`config.mk`:
```
export PLATFORM = sky130hd
export DESIGN_NAME = lift_ctrl
export DESIGN_NICKNAME = d
export VERILOG_FILES = /design/src/rtl/lift_pkg.sv /design/src/rtl/lift_zone.sv /design/src/rtl/lift_req.sv /design/src/rtl/lift_door.sv /design/src/rtl/lift_ctrl.sv
export SDC_FILE = /design/constraint.sdc
export NUM_CORES = 1
export LEC_CHECK = 0
export ABC_CLOCK_PERIOD_IN_PS = 5500
export BUFFER_PORTS_ARGS = -buffer_cell sky130_fd_sc_hd__buf_2
export CAP_MARGIN = 20
export CORE_MARGIN = 4
export CORE_UTILIZATION = 40
export CTS_CLUSTER_DIAMETER = 150
export DETAILED_ROUTE_END_ITERATION = 10
export PLACE_DENSITY_LB_ADDON = 0.2
export SLEW_MARGIN = 20
export SYNTH_ARGS = -nofsm -noshare
export SYNTH_HDL_FRONTEND = slang
export SYNTH_SLANG_ARGS = --single-unit
```
`constraint.sdc`:
```
create_clock -name clk -period 5.5 [get_ports clk]
set_clock_uncertainty 0.15 [all_clocks]
set_input_delay 0.275 -clock clk [delete_from_list [all_inputs] [get_ports clk]]
set_output_delay 0.275 -clock clk [all_outputs]
set_load 0.01 [all_outputs]
```
`src/rtl/lift_pkg.sv`:
```
package lift_pkg;

  typedef enum logic [1:0] {
    CTL_IDLE = 2'd0,
    CTL_MOVE = 2'd1,
    CTL_DOOR = 2'd2
  } ctl_st_e;

  // Zone index: even = landing (index/2), odd = gap above landing (index-1)/2
  function automatic int zone_of(input int pos, input int pitch,
                                 input int win, input int n_land);
    int f;
    int ctr;
    int z;
    f = (pos + pitch / 2) / pitch;
    if (f > n_land - 1) f = n_land - 1;
    ctr = f * pitch;
    if ((pos >= ctr - win) && (pos <= ctr + win)) z = 2 * f;
    else if (pos < ctr) z = 2 * f - 1;
    else z = 2 * f + 1;
    if (z > 2 * (n_land - 1)) z = 2 * (n_land - 1);
    return z;
  endfunction

  // Index of the lowest set bit, 0 when none set
  function automatic int lowest_set(input logic [31:0] v, input int n);
    int idx;
    idx = 0;
    for (int i = n - 1; i >= 0; i--) begin
      if (v[i]) idx = i;
    end
    return idx;
  endfunction

endpackage

```
`src/rtl/lift_zone.sv`:
```
module lift_zone #(
  parameter int POS_W = 8,
  parameter int N_LAND = 4,
  parameter int PITCH = 64,
  parameter int WIN = 4,
  localparam int ZW = $clog2(2 * N_LAND - 1)
) (
  input  logic              clk,
  input  logic              rst,
  input  logic [POS_W-1:0]  pos,
  output logic [ZW-1:0]     zone_q,
  output logic [N_LAND-1:0] last_land_q
);
  import lift_pkg::*;

  logic [ZW-1:0] zone_d;
  int zone_i;

  always_comb begin
    zone_i = zone_of(int'(pos), PITCH, WIN, N_LAND);
    zone_d = ZW'(zone_i);
  end

  always_ff @(posedge clk) begin
    if (rst) begin
      zone_q      <= '0;
      last_land_q <= N_LAND'(1);
    end else begin
      zone_q <= zone_d;
      if (!zone_q[0]) last_land_q <= N_LAND'(1) << (zone_q >> 1);
    end
  end
endmodule

```
`src/rtl/lift_req.sv`:
```
module lift_req #(
  parameter int N_LAND = 4,
  localparam int FW = (N_LAND > 1) ? $clog2(N_LAND) : 1
) (
  input  logic              clk,
  input  logic              rst,
  input  logic              load_en,
  input  logic [N_LAND-1:0] buttons,
  input  logic              clear,
  output logic              valid_q,
  output logic [FW-1:0]     land_q
);
  import lift_pkg::*;

  logic [FW-1:0] pick;

  always_comb begin
    pick = FW'(lowest_set(32'(buttons), N_LAND));
  end

  always_ff @(posedge clk) begin
    if (rst) begin
      valid_q <= 1'b0;
      land_q  <= '0;
    end else if (clear) begin
      valid_q <= 1'b0;
    end else if (load_en && !valid_q && (|buttons)) begin
      valid_q <= 1'b1;
      land_q  <= pick;
    end
  end
endmodule

```
`src/rtl/lift_door.sv`:
```
module lift_door #(
  parameter int DWELL = 16,
  localparam int CW = (DWELL > 1) ? $clog2(DWELL) : 1
) (
  input  logic clk,
  input  logic rst,
  input  logic active,
  input  logic hold,
  output logic done
);
  logic [CW-1:0] cnt_q;

  assign done = active && !hold && (cnt_q == CW'(DWELL - 1));

  always_ff @(posedge clk) begin
    if (rst || !active) cnt_q <= '0;
    else if (!hold && !done) cnt_q <= cnt_q + 1'b1;
  end
endmodule

```
`src/rtl/lift_ctrl.sv`:
```
module lift_ctrl #(
  parameter int POS_W = 8,
  parameter int N_LAND = 4,
  parameter int PITCH = 64,
  parameter int WIN = 4,
  parameter int DWELL = 16
) (
  input  logic              clk,
  input  logic              rst,
  input  logic [N_LAND-1:0] call_out,
  input  logic [N_LAND-1:0] call_in,
  input  logic [POS_W-1:0]  car_pos,
  input  logic              overload,
  output logic              dir_up,
  output logic              motor_go,
  output logic              door_open,
  output logic [N_LAND-1:0] floor_disp,
  output logic              beep
);
  import lift_pkg::*;

  localparam int ZW = $clog2(2 * N_LAND - 1);
  localparam int FW = (N_LAND > 1) ? $clog2(N_LAND) : 1;

  ctl_st_e st_q, st_d;

  // Named internal events for the checker
  logic [ZW-1:0] cur_zone;
  logic [ZW-1:0] tgt_zone;
  logic          req_valid;
  logic [FW-1:0] req_land;
  logic          door_done;
  logic          at_target;

  lift_zone #(.POS_W(POS_W), .N_LAND(N_LAND), .PITCH(PITCH), .WIN(WIN)) u_zone (
    .clk(clk), .rst(rst), .pos(car_pos),
    .zone_q(cur_zone), .last_land_q(floor_disp)
  );

  lift_req #(.N_LAND(N_LAND)) u_req (
    .clk(clk), .rst(rst),
    .load_en(st_q == CTL_IDLE),
    .buttons(call_out | call_in),
    .clear(door_done),
    .valid_q(req_valid), .land_q(req_land)
  );

  lift_door #(.DWELL(DWELL)) u_door (
    .clk(clk), .rst(rst),
    .active(st_q == CTL_DOOR), .hold(overload),
    .done(door_done)
  );

  assign tgt_zone  = ZW'({req_land, 1'b0});
  assign at_target = (cur_zone == tgt_zone);

  always_comb begin
    st_d = st_q;
    case (st_q)
      CTL_IDLE: if (req_valid) st_d = at_target ? CTL_DOOR : CTL_MOVE;
      CTL_MOVE: if (at_target) st_d = CTL_DOOR;
      CTL_DOOR: if (door_done) st_d = CTL_IDLE;
      default:  st_d = CTL_IDLE;
    endcase
  end

  always_ff @(posedge clk) begin
    if (rst) st_q <= CTL_IDLE;
    else     st_q <= st_d;
  end

  assign motor_go  = (st_q == CTL_MOVE);
  assign dir_up    = (cur_zone < tgt_zone);
  assign door_open = (st_q == CTL_DOOR);
  assign beep      = door_open && overload;
endmodule

```
==> run summary <==
Pin count of the biggest net entering global routing = 17
Gates resized, CTS repair = 0
Fmax = 381.6 MHz
Chip width = 58.24 um
Share of the synthesized area in the top cell type = 31.72%
Final Hold Viols = 0
Reg-to-reg critical path startpoint = u_door.cnt_q[0]$_SDFFE_PP0P_
CP max stage cell = or3_1
Terminating pin of the worst hold path = u_req.land_q[0]$_SDFFE_PP0P_
Cell Area, Synth = 1010 sq um
DR WL/cell = 10.88 um
Synthesized flop and latch total = 16
Clock transition at path regs = 90 ps
Mean number of vias per cell = 5.225
Synth Flop Type = dfxtp_1
Gpl congestion = 0.8033
Via count = 951
Final instance area = 1204 sq um
CP max stage delay = 360 ps
Most frequent cells in the layout = buf_2 (26), nor2_1 (24), dfxtp_1 (16), a21oi_1 (12), ha_1 (9)
First-pass GRT wire length = 3.332 mm
GRT overflow = 0
Site Rows = 17
Placeable Area = 2297 sq um
CP bufs+invs = 2
R2R setup slack = 3950 ps
Levels on crit path = 12
Most common cell after layout, fill and taps aside = buf_2
Mean Syn Cell Area = 8.014 sq um
Yosys cell types = 37
Outcome = finished clean
GRT Overall Usage = 12.24%
WHS = 117.5 ps
Seq/Total Area, Yosys = 31.72%
Worst path arrival time = 2640 ps
Most common cell on crit path = ha_1
Tcrit/Tclk final = 47.65%
Worst EP required = 5520 ps
Reg2reg end = u_door.cnt_q[3]$_SDFFE_PP0P_
HP Class = in -> reg
Min-delay src = call_out[0]
IO Port Bufs = 26
Vias in the first global route = 808
IO Pins = 27
RSZ-0062 raised after global routing = no
Bufs on Longest Clock Path = 2
Cells after Synth = 126
FF-to-FF path depth = 5
Worst-path fanout max = 10
Max-cap violations = 0
Critical path type = in -> reg
Fill cells = 229
Yosys warning count = 0
Layout area overhead = 19.21%
Post-DP HPWL = 1.597 mm
Die Height = 58.24 um
CP Capture Type = flip-flop
Initial core utilization = 43.95%
Post-CTS Setup Bufs = 0
Worst skew pair latency = 280 ps
Antenna Cells = 0
Placed Area = 1167 sq um
Total routed wirelength = 1.980 mm
Initial antenna violation count = 0
Clock tree from TritonCTS = built
Maximum vdd drop = 0.0001899 V
Leakage = 0.5366 nW
Max Slew Vio Count = 0
Post-cts hold buffer count = 0
Setup-failing EPs final = 0
Clock buffer count from CTS = 3
Worst hold path depth = 4
Share of layout cells above drive strength 1 = 23.38%
EDFF count, synth = 0
H-tree levels = 1
Initial DRC count = 17
Main area contributors after synthesis = dfxtp_1 (32%), ha_1 (11%), nor2_1 (8.9%)
Setup crit start kind = input pin
Total negative slack = 0 ps
Detailed Routing Iterations Pass 1 = 4
Final Critical Period = 2621 ps
Antenna Nets Post-Route = 0
Root Buffer = clkbuf_4
Dominant cell type by area after synthesis = dfxtp_1
Cell family with most CP delay = adder cells
Die area = 3392 sq um
P per Cell Area = 275.5 nW/um^2
Layout Nets = 183
DRC violations left = 0
Asr flop ratio synth = 0%
CP Cell Sequence = buf_2, ha_1, and2_1, a21oi_2, inv_1, ha_1, ha_1, nand2_1, or3_1, o221ai_2, a21oi_2, mux2i_1
Syn_nets = 154
CTS sink cnt = 16
==> kinds of logic after synthesis <==
kind of cell	share of synthesized area (%)
AO/OA/AOI/OAI	22.18
XOR/XNOR	1.735
adder cells (fa/ha/maj)	11.15
buffers and inverters	3.346
flip-flops	31.72
multiplexers	2.974
other	0.3714
AND/OR/NAND/NOR	26.52
==> Yosys cell counts (2+ instances only) <==
| library cell | instances |
|---|---|
| nor2b_1 | 3 |
| o21bai_1 | 2 |
| a21oi_2 | 2 |
| nor3_1 | 2 |
| dfxtp_1 | 16 |
| nor2_1 | 24 |
| clkbuf_1 | 2 |
| mux2i_1 | 3 |
| a21oi_1 | 12 |
| nand2_1 | 8 |
| o21ai_0 | 2 |
| and2_1 | 2 |
| inv_1 | 7 |
| nand4_1 | 2 |
| nor4_1 | 2 |
| ha_1 | 9 |
| a211oi_1 | 2 |
| o31ai_1 | 3 |
| nand2b_1 | 4 |
| a31oi_1 | 2 |
==> worst max-delay path by stage <==
stage | start | endpoint | slack, ps
finish | car_pos[5] | u_zone.zone_q[1]$_SDFF_PP0_ | 2880
global route | car_pos[5] | u_zone.zone_q[1]$_SDFF_PP0_ | 2740
CTS | car_pos[5] | u_zone.zone_q[1]$_SDFF_PP0_ | 2890
detailed placement | car_pos[5] | u_zone.zone_q[1]$_SDFF_PP0_ | 2590
global placement | car_pos[5] | u_zone.zone_q[1]$_SDFF_PP0_ | 2690
floorplan | car_pos[5] | u_zone.zone_q[1]$_SDFF_PP0_ | 2950
==> per-stage QoR <==
step | utilization (%) | cells | power (mW) | worst slack (ps)
3_5_place_dp | 50.82 | 178 | 0.2586 | 2587
3_3_place_gp | 50.82 | 178 | 0.2555 | 2691
5_1_grt | 52.40 | 182 | 0.3596 | 2742
4_1_cts | 52.40 | 182 | 0.3353 | 2892
2_1_floorplan | - | 126 | 0.2250 | 2950
6_report | 52.40 | 182 | 0.3316 | 2879
==> worst reg2reg max path: stages, from the launching register on <==
cell and delay [ps]:
dfxtp_1 340, ha_1 210, a41oi_1 370, nand4_1 170, xor2_1 150, nor2_1 50
==> registers in the layout, indices dropped and copies added (netlist names) <==
register / cells
u_zone.zone_q: 3
st_q: 2
u_door.cnt_q: 4
u_req.valid_q: 1
u_req.land_q: 2
u_zone.last_land_q: 4
==> report_power, final <==
| group | internal [mW] | leakage (nW) | total (mW) | switching (mW) |
|---|---|---|---|---|
| Combinational | 0.0502 | 0.384 | 0.110 | 0.0599 |
| Sequential | 0.131 | 0.131 | 0.145 | 0.0142 |
| Clock | 0.0403 | 0.0210 | 0.0764 | 0.0362 |
| Total | 0.221 | 0.537 | 0.332 | 0.110 |
==> metal layers <==
metal / vias to the layer above / track usage [%] / wire length (um)
met1: 422 / 16.33 / 900
met4: 0 / 1.987 / 9
met5: - / 0 / 0
li1: 499 / - / -
met3: 2 / 4.009 / 137
met2: 28 / 19.52 / 932
==> final cells by class <==
class,count,area [sq um],area share [%]
clock buffers,4,36.28,3.015
inverters,7,26.28,2.183
multi-input cells,101,655.6,54.47
flip-flops and latches,16,320.3,26.61
well taps,28,35.03,2.911
repair buffers,26,130.1,10.81
(Power assumes the default switching activity.)
